$ cat config.mk
export PLATFORM = sky130hd
export DESIGN_NAME = nv_protect_mem
export DESIGN_NICKNAME = d
export VERILOG_FILES = /design/src/rtl/nv_protect_pkg.sv /design/src/rtl/nv_protect_ctrl.sv /design/src/rtl/nv_protect_array.sv /design/src/rtl/nv_protect_mem.sv
export SDC_FILE = /design/constraint.sdc
export NUM_CORES = 1
export LEC_CHECK = 0
export BUFFER_PORTS_ARGS = -buffer_cell sky130_fd_sc_hd__clkbuf_2
export CORE_UTILIZATION = 40
export CTS_CLUSTER_DIAMETER = 40
export CTS_CLUSTER_SIZE = 10
export DETAILED_ROUTE_END_ITERATION = 10
export PLACE_DENSITY = 0.67
export SYNTH_ARGS = -nofsm -noshare
export SYNTH_HDL_FRONTEND = slang
export SYNTH_SLANG_ARGS = --single-unit
$ cat constraint.sdc
create_clock -name clk -period 2.3 [get_ports clk]
set_input_delay 0.115 -clock clk [delete_from_list [all_inputs] [get_ports clk]]
set_output_delay 0.115 -clock clk [all_outputs]
set_load 0.05 [all_outputs]
$ cat src/rtl/nv_protect_pkg.sv
package nv_protect_pkg;
  localparam int DATA_W     = 8;
  localparam int TOGGLE_BIT = 6;

  localparam logic [15:0] CMD_ADDR_A = 16'h5555;
  localparam logic [15:0] CMD_ADDR_B = 16'h2AAA;
  localparam logic [7:0]  CMD_KEY1   = 8'hAA;
  localparam logic [7:0]  CMD_KEY2   = 8'h55;
  localparam logic [7:0]  CMD_ARM    = 8'hA0;
  localparam logic [7:0]  CMD_UNLOCK = 8'h80;
  localparam logic [7:0]  CMD_CLEAR  = 8'h20;

  typedef enum logic [2:0] {
    SEQ_IDLE,
    SEQ_KEY1,
    SEQ_KEY2,
    SEQ_ARMED,
    SEQ_REL_A,
    SEQ_REL_B,
    SEQ_REL_C
  } seqStateT;

  typedef struct packed {
    logic commit;
    logic flipToggle;
    logic readEn;
    logic busy;
  } ctrlStrobesT;
endpackage

$ cat src/rtl/nv_protect_ctrl.sv
module nv_protect_ctrl
  import nv_protect_pkg::*;
#(
  parameter int ADDR_W       = 15,
  parameter int WRITE_CYCLES = 64
) (
  input  logic              clk,
  input  logic              rstN,
  input  logic              ceN,
  input  logic              oeN,
  input  logic              weN,
  input  logic              supplyOk,
  input  logic [ADDR_W-1:0] addr,
  input  logic [DATA_W-1:0] wrData,
  output ctrlStrobesT       strobes
);
  localparam int CNT_W = $clog2(WRITE_CYCLES + 1);

  logic wrActive, wrActiveQ, wrStart, accept;
  logic rdActive, rdActiveQ, rdStart;
  logic busyQ;
  logic [CNT_W-1:0] cntQ;
  logic lockQ, setLock, clrLock, commit;
  seqStateT seqQ, seqNext;
  logic atA, atB, isKey1A, isKey2B, isArmA, isUnlockA, isClearA;

  assign wrActive = !ceN && !weN && oeN;
  assign rdActive = !ceN && !oeN && weN;
  assign wrStart  = wrActive && !wrActiveQ;
  assign rdStart  = rdActive && !rdActiveQ;
  assign accept   = wrStart && supplyOk && !busyQ;

  assign atA       = ({{(16 > ADDR_W ? 16 - ADDR_W : 0){1'b0}}, addr} == {{(ADDR_W > 16 ? ADDR_W - 16 : 0){1'b0}}, CMD_ADDR_A});
  assign atB       = ({{(16 > ADDR_W ? 16 - ADDR_W : 0){1'b0}}, addr} == {{(ADDR_W > 16 ? ADDR_W - 16 : 0){1'b0}}, CMD_ADDR_B});
  assign isKey1A   = atA && (wrData == CMD_KEY1);
  assign isKey2B   = atB && (wrData == CMD_KEY2);
  assign isArmA    = atA && (wrData == CMD_ARM);
  assign isUnlockA = atA && (wrData == CMD_UNLOCK);
  assign isClearA  = atA && (wrData == CMD_CLEAR);

  always_comb begin
    seqNext = seqQ;
    commit  = 1'b0;
    setLock = 1'b0;
    clrLock = 1'b0;
    if (accept) begin
      seqNext = SEQ_IDLE;
      unique case (seqQ)
        SEQ_IDLE:  if (isKey1A) seqNext = SEQ_KEY1; else commit = !lockQ;
        SEQ_KEY1:  if (isKey2B) seqNext = SEQ_KEY2; else commit = !lockQ;
        SEQ_KEY2: begin
          if (isArmA)         seqNext = SEQ_ARMED;
          else if (isUnlockA) seqNext = SEQ_REL_A;
          else                commit  = !lockQ;
        end
        SEQ_ARMED: begin
          commit  = 1'b1;
          setLock = 1'b1;
        end
        SEQ_REL_A: if (isKey1A) seqNext = SEQ_REL_B; else commit = !lockQ;
        SEQ_REL_B: if (isKey2B) seqNext = SEQ_REL_C; else commit = !lockQ;
        SEQ_REL_C: if (isClearA) clrLock = 1'b1; else commit = !lockQ;
        default:   seqNext = SEQ_IDLE;
      endcase
    end
  end

  always_ff @(posedge clk or negedge rstN) begin
    if (!rstN) begin
      wrActiveQ <= 1'b0;
      rdActiveQ <= 1'b0;
      seqQ      <= SEQ_IDLE;
      lockQ     <= 1'b0;
      busyQ     <= 1'b0;
      cntQ      <= '0;
    end else begin
      wrActiveQ <= wrActive;
      rdActiveQ <= rdActive;
      seqQ      <= supplyOk ? seqNext : SEQ_IDLE;
      if (setLock)      lockQ <= 1'b1;
      else if (clrLock) lockQ <= 1'b0;
      if (commit) begin
        busyQ <= 1'b1;
        cntQ  <= CNT_W'(WRITE_CYCLES - 1);
      end else if (busyQ) begin
        if (cntQ == '0) busyQ <= 1'b0;
        else            cntQ  <= cntQ - 1'b1;
      end
    end
  end

  assign strobes.commit     = commit;
  assign strobes.flipToggle = rdStart && busyQ;
  assign strobes.readEn     = rdActive;
  assign strobes.busy       = busyQ;


  commit_pattern_chk: assert property (@(posedge clk) disable iff (!rstN)
    commit |-> (!ceN && !weN && oeN));

  commit_supply_chk: assert property (@(posedge clk) disable iff (!rstN)
    commit |-> supplyOk);

  commit_idle_chk: assert property (@(posedge clk) disable iff (!rstN)
    commit |-> !busyQ);

  lock_rise_chk: assert property (@(posedge clk) disable iff (!rstN)
    $rose(lockQ) |-> $past(commit));

  lock_fall_chk: assert property (@(posedge clk) disable iff (!rstN)
    $fell(lockQ) |-> $past(supplyOk && !commit));
endmodule

$ cat src/rtl/nv_protect_array.sv
module nv_protect_array
  import nv_protect_pkg::*;
#(
  parameter int MEM_DEPTH = 64,
  localparam int IDX_W    = $clog2(MEM_DEPTH)
) (
  input  logic              clk,
  input  logic              rstN,
  input  ctrlStrobesT       strobes,
  input  logic [IDX_W-1:0]  idx,
  input  logic [DATA_W-1:0] wrData,
  output logic [DATA_W-1:0] rdData
);
  logic [DATA_W-1:0] memQ [MEM_DEPTH];
  logic toggleQ;
  logic [DATA_W-1:0] word;

  always_ff @(posedge clk or negedge rstN) begin
    if (!rstN) begin
      for (int i = 0; i < MEM_DEPTH; i++) memQ[i] <= '0;
      toggleQ <= 1'b0;
    end else begin
      if (strobes.commit) memQ[idx] <= wrData;
      if (strobes.flipToggle) toggleQ <= !toggleQ;
    end
  end

  always_comb begin
    word = memQ[idx];
    if (strobes.busy) word[TOGGLE_BIT] = toggleQ;
    rdData = strobes.readEn ? word : '0;
  end


  busy_follows_commit_chk: assert property (@(posedge clk) disable iff (!rstN)
    strobes.commit |=> strobes.busy);

  quiet_bus_chk: assert property (@(posedge clk) disable iff (!rstN)
    !strobes.readEn |-> (rdData == '0));
endmodule

$ cat src/rtl/nv_protect_mem.sv
module nv_protect_mem
  import nv_protect_pkg::*;
#(
  parameter int ADDR_W       = 15,
  parameter int MEM_DEPTH    = 64,
  parameter int WRITE_CYCLES = 64
) (
  input  logic              clk,
  input  logic              rstN,
  input  logic              ceN,
  input  logic              oeN,
  input  logic              weN,
  input  logic              supplyOk,
  input  logic [ADDR_W-1:0] addr,
  input  logic [7:0]        wrData,
  output logic [7:0]        rdData,
  output logic              commitStrobe,
  output logic              busy
);
  localparam int IDX_W = $clog2(MEM_DEPTH);

  ctrlStrobesT strobes;

  nv_protect_ctrl #(.ADDR_W(ADDR_W), .WRITE_CYCLES(WRITE_CYCLES)) ctrl_i (
    .clk(clk), .rstN(rstN), .ceN(ceN), .oeN(oeN), .weN(weN),
    .supplyOk(supplyOk), .addr(addr), .wrData(wrData), .strobes(strobes)
  );

  nv_protect_array #(.MEM_DEPTH(MEM_DEPTH)) array_i (
    .clk(clk), .rstN(rstN), .strobes(strobes), .idx(addr[IDX_W-1:0]),
    .wrData(wrData), .rdData(rdData)
  );

  assign commitStrobe = strobes.commit;
  assign busy         = strobes.busy;
endmodule

==> run_results.csv, run 1 <==
group,metric,value,unit
setup_path,crit_path_top_delay_cell,"sky130_fd_sc_hd__a222oi_1",
grt,grt_max_degree,97,
floorplan,fp.dieH,254.6,um
floorplan,core-area,63080,sq um
sta,fmax,308.9,MHz
yosys,post_synth_num_cell_types,69,
grt,wire_length_of_the_first_global_routing_pass,120.2,mm
setup_path,critPathTopFamily,"compound AO/OA/AOI/OAI gates",
route,met1_length,35.23,mm
placement,input_output_buffers,38,
route,first_drt_pass_iteration_count,5,
setup_path,timing.critical_path.slowest_cell_delay,0.60,ns
layout,design_area,34090,sq um
clock_network,cts-buffers-inserted,84,
setup_path,cp-end-kind,"output pin",
route,met3WireLength,5.634,mm
setup_path,most_numerous_cell_on_the_critical_path,"sky130_fd_sc_hd__buf_4",
grt,grt_remaining_overflow,0,
floorplan,die_area,64810,sq um
pwr,power_per_cell_area,693.4,nW/um^2
sta,finalSetupViolations,372,
placement,cell_count_after_placement,2832,
sta,worstMarginPinSlew,0.9918,ns
floorplan,rows,92,
yosys,yosys.cell_count.top_type,"sky130_fd_sc_hd__dfrtp_1",
setup_path,crit_path_start_kind,"flop",
pwr,power_frac_seq,0.394,
clock_network,htreeDepth,3,
setup_path,total_buffers_and_inverters_traversed_by_the_critical_path,3,
route,drtAntennaViolNets,0,
layout,antennaDiodeCount,0,
pwr,power.share.clock,0.543,
pwr,switching_share,0.2376,
yosys,synth_top_cell_area_share,0.5168,
route,met2_routed_wl,37.58,mm
yosys,synthFlopType,"sky130_fd_sc_hd__dfrtp_1",
floorplan,ios,39,
run,drv_cap,0,
grt,grt_usage,0.2484,
clock_network,clk_root_buffer_cell,"sky130_fd_sc_hd__clkbuf_16",
setup_path,worstPathMaxFanout,2,
pwr,power_report.internal_total,18020,uW
setup_path,required_time_reported_for_the_critical_path_endpoint,2.18,ns
sta,hold_viol,0,
clock_network,clk_pin_slew,0.05,ns
clock_network,max-clock-path-buffers,3,
sta,finalCriticalPeriod,3.237,ns
pwr,switchingPower,5615,uW
pwr,share_comb_of_total_power,0.063,
route,route.detailed.wl_per_inst,27.06,um
grt,number_of_global_route_vias_before_repair,18870,
layout,syn_to_final_growth,33.57,%
layout,post_route_cells_drive_above_1_share,0.5538,
pwr,ir_drop,0.6339,mV
route,drt-vias-per-instance,5.966,
yosys,synth-edff-count,0,
sta,clock-skew-final,0.02335,ns
route,route.top_layer_used,"met4",
yosys,ys_async_sr_fraction,1.000,
grt,antenna_found_initial,0,
route,route.vias.total,17960,
setup_path,cp.arrival,3.12,ns
route,drt_first_iter_violations,1680,
yosys,synthTopCellsByArea,"sky130_fd_sc_hd__dfrtp_1 (52%), sky130_fd_sc_hd__mux2_2 (21%), sky130_fd_sc_hd__nand4_4 (4.9%), sky130_fd_sc_hd__mux2_1 (3.7%), sky130_fd_sc_hd__mux4_2 (3.3%)",
clock_network,cts_tree,"done",
pwr,report.power.total,23630,uW
yosys,register_bit_count_reported_by_yosys,527,
sta,report.final.slew_viol_count,0,
sta,layout_setup_ws,-0.9372,ns
status,outcome,"finished, violations left",
placement,placement.cell_area,28970,sq um
placement,finalWeightedCongestion,0.8918,
floorplan,die_width,254.6,um
sta,final.period_utilization,1.407,
sta,timing.slew.headroom,0.3388,
status,violations,"setup timing",
route,detail_route.drc_violations,0,
clock_network,clk_latency,0.63,ns
yosys,average_cell_area_after_synthesis,13.98,sq um
yosys,yosys_warnings,0,
yosys,syn_inst,1826,
layout,nets,2135,
yosys,seq_area_frac_synth,0.5168,
clock_network,cts.sinks,527,
route,detail_route.wirelength,81.48,mm
yosys,synth.cell_area,25520,sq um
yosys,yosys.area.top_type,"sky130_fd_sc_hd__dfrtp_1",
layout,layout_cells_excl_fill,3011,
pwr,leakage_power_of_the_design,0.01659,uW
setup_path,timing.critical_path.cells,"mux2_4 > a221o_1 > a222oi_1 > buf_4 > o32ai_4 > a211oi_2 > buf_4 > nor3_4 > buf_8",
worst_hold_path,worst_hold_path_type,"input pin to asynchronous set/reset pin",
yosys,synth_common_cells,"sky130_fd_sc_hd__dfrtp_1 (527), sky130_fd_sc_hd__mux2_2 (465), sky130_fd_sc_hd__clkbuf_1 (102), sky130_fd_sc_hd__mux2_1 (84), sky130_fd_sc_hd__nand2_1 (60)",
placement,hpwl,50.58,mm
setup_path,setup.worst_path.class,"flop to output pin",
floorplan,floorplan.initialDensity,0.4046,
yosys,synth_fp_nets,1857,
sta,grt_setup_unrepaired,"true",
## flip-flops by register name (all words and copies together) (netlist names)
name              flops
ctrl_i.seqQ           3
ctrl_i.wrActiveQ      1
array_i.toggleQ       1
ctrl_i.busyQ          1
array_i.memQ        512
ctrl_i.cntQ           7
ctrl_i.lockQ          1
ctrl_i.rdActiveQ      1
## worst paths after layout
| check | depth (start not counted) | startpoint | endpoint | slack (ns) |
|---|---|---|---|---|
| max | 9 | array_i.memQ[14] | rdData[6] | -0.94 |
| max in group asynchronous | 3 | rstN | array_i.memQ[26] | 1.29 |
| max reg2reg | 10 | ctrl_i.seqQ[1] | array_i.memQ[239] | -0.16 |
| min | 2 | rstN | array_i.memQ[435] | 0.04 |
| min reg2reg | 1 | array_i.toggleQ | array_i.toggleQ | 0.47 |
| min in group clk | 4 | wrData[1] | ctrl_i.seqQ[2] | 0.06 |
## worst register-to-register path, cell delays in order (launching register included)
cell	delay, ns
sky130_fd_sc_hd__dfrtp_2	0.45
sky130_fd_sc_hd__nor2_4	0.11
sky130_fd_sc_hd__a22o_1	0.16
sky130_fd_sc_hd__nand3_2	0.08
sky130_fd_sc_hd__a211o_4	0.41
sky130_fd_sc_hd__buf_6	0.15
sky130_fd_sc_hd__buf_12	0.14
sky130_fd_sc_hd__clkbuf_16	0.17
sky130_fd_sc_hd__buf_12	0.14
sky130_fd_sc_hd__nand4_4	0.16
sky130_fd_sc_hd__mux2_2	0.37
## per-layer routing
metal	global-route usage	vias up
met5	0	-
met4	0.09119	0
met1	0.3365	9549
met3	0.04919	203
li1	-	7472
met2	0.3949	740
## power groups by stage
stage	registers (uW)	logic, uW	clock network [uW]
CTS	9300	1450	12900
global placement	9460	1390	0
global route	9290	1570	13400
floorplan	9460	539	0
finish	9300	1500	12800
detailed placement	9460	1400	0
## through the flow
step / setup slack [ns] / util / hold WS, ns / setup TNS (ns)
final: -0.9372 / 0.5403 / 0.04420 / -24.93
after detailed placement: -0.6344 / 0.4593 / 0.1155 / -180.06
after floorplan: -0.01705 / - / -0.1806 / -0.01705
after CTS: -0.8395 / 0.5163 / 0.01739 / -4.583
after global placement: -0.6335 / 0.4593 / 0.1090 / -182.10
after global routing: -1.024 / 0.5403 / 0.07495 / -50.90
## layout make-up
cell class              instances  area [sq um]
clock buffers                 102          2302
clock inverters                45         555.5
fillers                      5043         29000
inverters                       9         37.54
multi-input cells            1141         13550
flip-flops and latches        527         13190
well taps                     846          1059
repair buffers                341          3391
## cell families (layout without fill, tap and decap cells)
family | after synthesis | count (layout) | share of synthesized area
buffers and inverters | 158 | 497 | 0.02657
AO/OA/AOI/OAI | 250 | 250 | 0.07041
AND/OR/NAND/NOR | 240 | 240 | 0.08600
adder cells (fa/ha/maj) | 2 | 2 | 0.0009804
multiplexers | 642 | 642 | 0.2969
XOR/XNOR | 7 | 7 | 0.002402
flip-flops | 527 | 527 | 0.5168
## layout by cell type (no fill, tap or decap), types with 7 or more instances in the layout
cell,n
sky130_fd_sc_hd__dfrtp_1,525
sky130_fd_sc_hd__mux2_4,350
sky130_fd_sc_hd__buf_4,225
sky130_fd_sc_hd__mux2_2,188
sky130_fd_sc_hd__clkbuf_16,91
sky130_fd_sc_hd__nand4_4,62
sky130_fd_sc_hd__nand2_1,58
sky130_fd_sc_hd__mux2i_1,53
sky130_fd_sc_hd__buf_12,50
sky130_fd_sc_hd__o21ai_0,38
sky130_fd_sc_hd__a221oi_1,38
sky130_fd_sc_hd__mux4_2,37
sky130_fd_sc_hd__nor2_1,32
sky130_fd_sc_hd__a22oi_1,32
sky130_fd_sc_hd__clkbuf_2,25
sky130_fd_sc_hd__a21oi_1,23
sky130_fd_sc_hd__o22ai_1,18
sky130_fd_sc_hd__buf_6,18
sky130_fd_sc_hd__a221oi_2,14
sky130_fd_sc_hd__a22o_1,13
sky130_fd_sc_hd__clkinv_2,13
sky130_fd_sc_hd__nor2_2,12
sky130_fd_sc_hd__a221o_1,11
sky130_fd_sc_hd__mux2_1,11
sky130_fd_sc_hd__nand3_1,10
sky130_fd_sc_hd__bufinv_16,10
sky130_fd_sc_hd__buf_8,10
sky130_fd_sc_hd__clkinvlp_4,9
sky130_fd_sc_hd__clkbuf_8,9
sky130_fd_sc_hd__nor3_1,8
sky130_fd_sc_hd__nor2b_1,8
sky130_fd_sc_hd__inv_6,8
sky130_fd_sc_hd__a21oi_2,7
sky130_fd_sc_hd__clkbuf_1,7
sky130_fd_sc_hd__dlygate4sd3_1,7
## repair_timing
action	4_1_cts	5_1_grt
cloned	1	4
pin swaps	31	21
setup buffers	9	18
gates resized for setup	131	341
setup endpoints to repair	301	327
hold buffers	7	0
endpoints found under the hold margin	247	0
(Power assumes the default switching activity.)
==> run 2, diff against run 1 <==
--- a/config.mk
+++ b/config.mk
@@ -10,6 +10,7 @@
 export CTS_CLUSTER_DIAMETER = 40
 export CTS_CLUSTER_SIZE = 10
 export DETAILED_ROUTE_END_ITERATION = 10
+export MAX_ROUTING_LAYER = met4
 export PLACE_DENSITY = 0.67
 export SYNTH_ARGS = -nofsm -noshare
 export SYNTH_HDL_FRONTEND = slang
==> run_results.csv, run 2 (synthesized netlist as in run 1, its figures left out) <==
group,metric,value,unit
status,outcome,"finished, violations left",
status,violations,"setup timing",
grt,grt_usage,0.2560,
worst_hold_path,worst_hold_path_type,"input pin to asynchronous set/reset pin",
grt,antenna_found_initial,1,
route,drt-vias-per-instance,5.935,
route,drtAntennaViolNets,0,
pwr,share_comb_of_total_power,0.063,
setup_path,reg2reg_depth,10,
sta,final.period_utilization,1.413,
grt,number_of_global_route_vias_before_repair,18830,
pwr,power_per_cell_area,692.8,nW/um^2
grt,grt_max_degree,97,
pwr,switchingPower,5608,uW
pwr,power_report.internal_total,18020,uW
layout,post_route_cells_drive_above_1_share,0.5547,
floorplan,die_area,64810,sq um
layout,largest_register_ffs,512,
clock_network,cts-buffers-inserted,84,
sta,grt_setup_unrepaired,"true",
pwr,switching_share,0.2373,
sta,finalCriticalPeriod,3.251,ns
route,first_drt_pass_iteration_count,5,
layout,nets,2135,
layout,reg.largest.list,"array_i.memQ x512, ctrl_i.cntQ x7, ctrl_i.seqQ x3",
placement,place_ws,-0.6344,ns
setup_path,setup.worst_path.class,"flop to output pin",
floorplan,fp.dieH,254.6,um
sta,report.final.slew_viol_count,0,
grt,wire_length_of_the_first_global_routing_pass,120.4,mm
route,detail_route.wirelength,81.41,mm
route,detail_route.drc_violations,0,
layout,syn_to_final_growth,33.65,%
pwr,power_frac_seq,0.394,
layout,registers.top_by_ff_count,"array_i.memQ",
route,route.detailed.wl_per_inst,27.03,um
sta,layout_setup_ws,-0.9510,ns
route,drt_first_iter_violations,1489,
sta,timing.slew.headroom,0.3375,
placement,finalWeightedCongestion,0.9088,
floorplan,die_width,254.6,um
layout,mostFrequentLayoutCells,"sky130_fd_sc_hd__dfrtp_1 (525), sky130_fd_sc_hd__mux2_4 (355), sky130_fd_sc_hd__buf_4 (225)",
floorplan,floorplan.initialDensity,0.4046,
route,route.vias.total,17880,
floorplan,core-area,63080,sq um
sta,fmax,307.6,MHz
clock_network,clk_pin_slew,0.05,ns
clock_network,htreeDepth,3,
grt,grt_remaining_overflow,0,
placement,hpwl,50.58,mm
pwr,leakage_power_of_the_design,0.01661,uW
clock_network,cts.sinks,527,
pwr,power.share.clock,0.543,
setup_path,required_time_reported_for_the_critical_path_endpoint,2.18,ns
sta,hold_viol,0,
layout,fill_cells,5051,
sta,clock-skew-final,0.01959,ns
layout,commonest_non_fill_non_tap_cell_in_the_layout,"sky130_fd_sc_hd__dfrtp_1",
setup_path,crit_path_start_kind,"flop",
clock_network,clk_latency,0.63,ns
pwr,ir_drop,0.6345,mV
floorplan,rows,92,
placement,input_output_buffers,38,
clock_network,clk_root_buffer_cell,"sky130_fd_sc_hd__clkbuf_16",
clock_network,cts_tree,"done",
setup_path,cp.arrival,3.14,ns
floorplan,ios,39,
setup_path,worstPathMaxFanout,2,
sta,finalSetupViolations,393,
layout,final_core_util,0.5407,
clock_network,max-clock-path-buffers,3,
setup_path,cp-end-kind,"output pin",
sta,worstMarginPinSlew,0.9937,ns
run,drv_cap,0,
## run 2: repair_timing
action                                 in CTS  in global routing
endpoints found under the hold margin     247                  0
hold buffers                                7                  0
gates cloned                                1                  4
gates resized for setup                   131                345
setup buffers                               9                 18
setup endpoints to repair                 301                328
pin swaps                                  31                 21
## run 2: per-stage QoR
| stage | hold WS, ns | total power (uW) | std cells | cell area (sq um) | setup TNS [ns] |
|---|---|---|---|---|---|
| after floorplan | -0.1806 | 9998 | 1826 | 25700 | -0.01705 |
| after global placement | 0.1090 | 10840 | 2832 | 28970 | -182.10 |
| after detailed placement | 0.1155 | 10860 | 2832 | 28970 | -180.06 |
| after CTS | 0.01739 | 23690 | 2994 | 32570 | -4.583 |
| after global routing | 0.07508 | 24250 | 3012 | 34110 | -48.46 |
| final | 0.04902 | 23630 | 3012 | 34110 | -26.40 |
## run 2: final cells by class
cell class,instances,area (sq um),share of cell area
antenna,1,2.502,0.00007337
clock buffer,102,2302,0.06750
clock inverter,45,555.5,0.01629
inverter,9,37.54,0.001101
multi-input combinational,1141,13570,0.3979
sequential,527,13190,0.3867
tap,846,1059,0.03104
timing repair buffer,341,3391,0.09942
## run 2: final timing paths
path | from | endpoint | slack [ns]
hold reg to reg | array_i.toggleQ | array_i.toggleQ | 0.47
hold / removal | rstN | array_i.memQ[435] | 0.05
setup / recovery | array_i.memQ[14] | rdData[6] | -0.95
min in group clk | wrData[1] | ctrl_i.seqQ[2] | 0.06
max in group asynchronous | rstN | array_i.memQ[50] | 1.27
setup reg to reg | ctrl_i.seqQ[1] | array_i.memQ[316] | -0.17
## run 2: routing by layer
metal	track usage	vias up	wire length (um)
li1	-	7471	-
met1	0.3392	9546	35900
met2	0.3945	665	37680
met3	0.04470	193	4805
met4	0.09273	0	3026
met5	-	-	0
## run 2: power groups by stage
stage | logic [uW] | registers (uW) | clock network (uW)
after CTS | 1450 | 9300 | 12900
after global routing | 1570 | 9290 | 13400
final | 1500 | 9300 | 12800
after global placement | 1390 | 9460 | 0
after floorplan | 539 | 9460 | 0
after detailed placement | 1400 | 9460 | 0
## run 2: worst max-delay path: stages (launching register included)
cell,delay (ns)
sky130_fd_sc_hd__dfrtp_1,0.37
sky130_fd_sc_hd__mux2_4,0.28
sky130_fd_sc_hd__a221o_1,0.31
sky130_fd_sc_hd__a222oi_1,0.64
sky130_fd_sc_hd__buf_4,0.26
sky130_fd_sc_hd__o32ai_4,0.09
sky130_fd_sc_hd__a211oi_2,0.19
sky130_fd_sc_hd__buf_4,0.17
sky130_fd_sc_hd__nor3_4,0.04
sky130_fd_sc_hd__buf_8,0.16
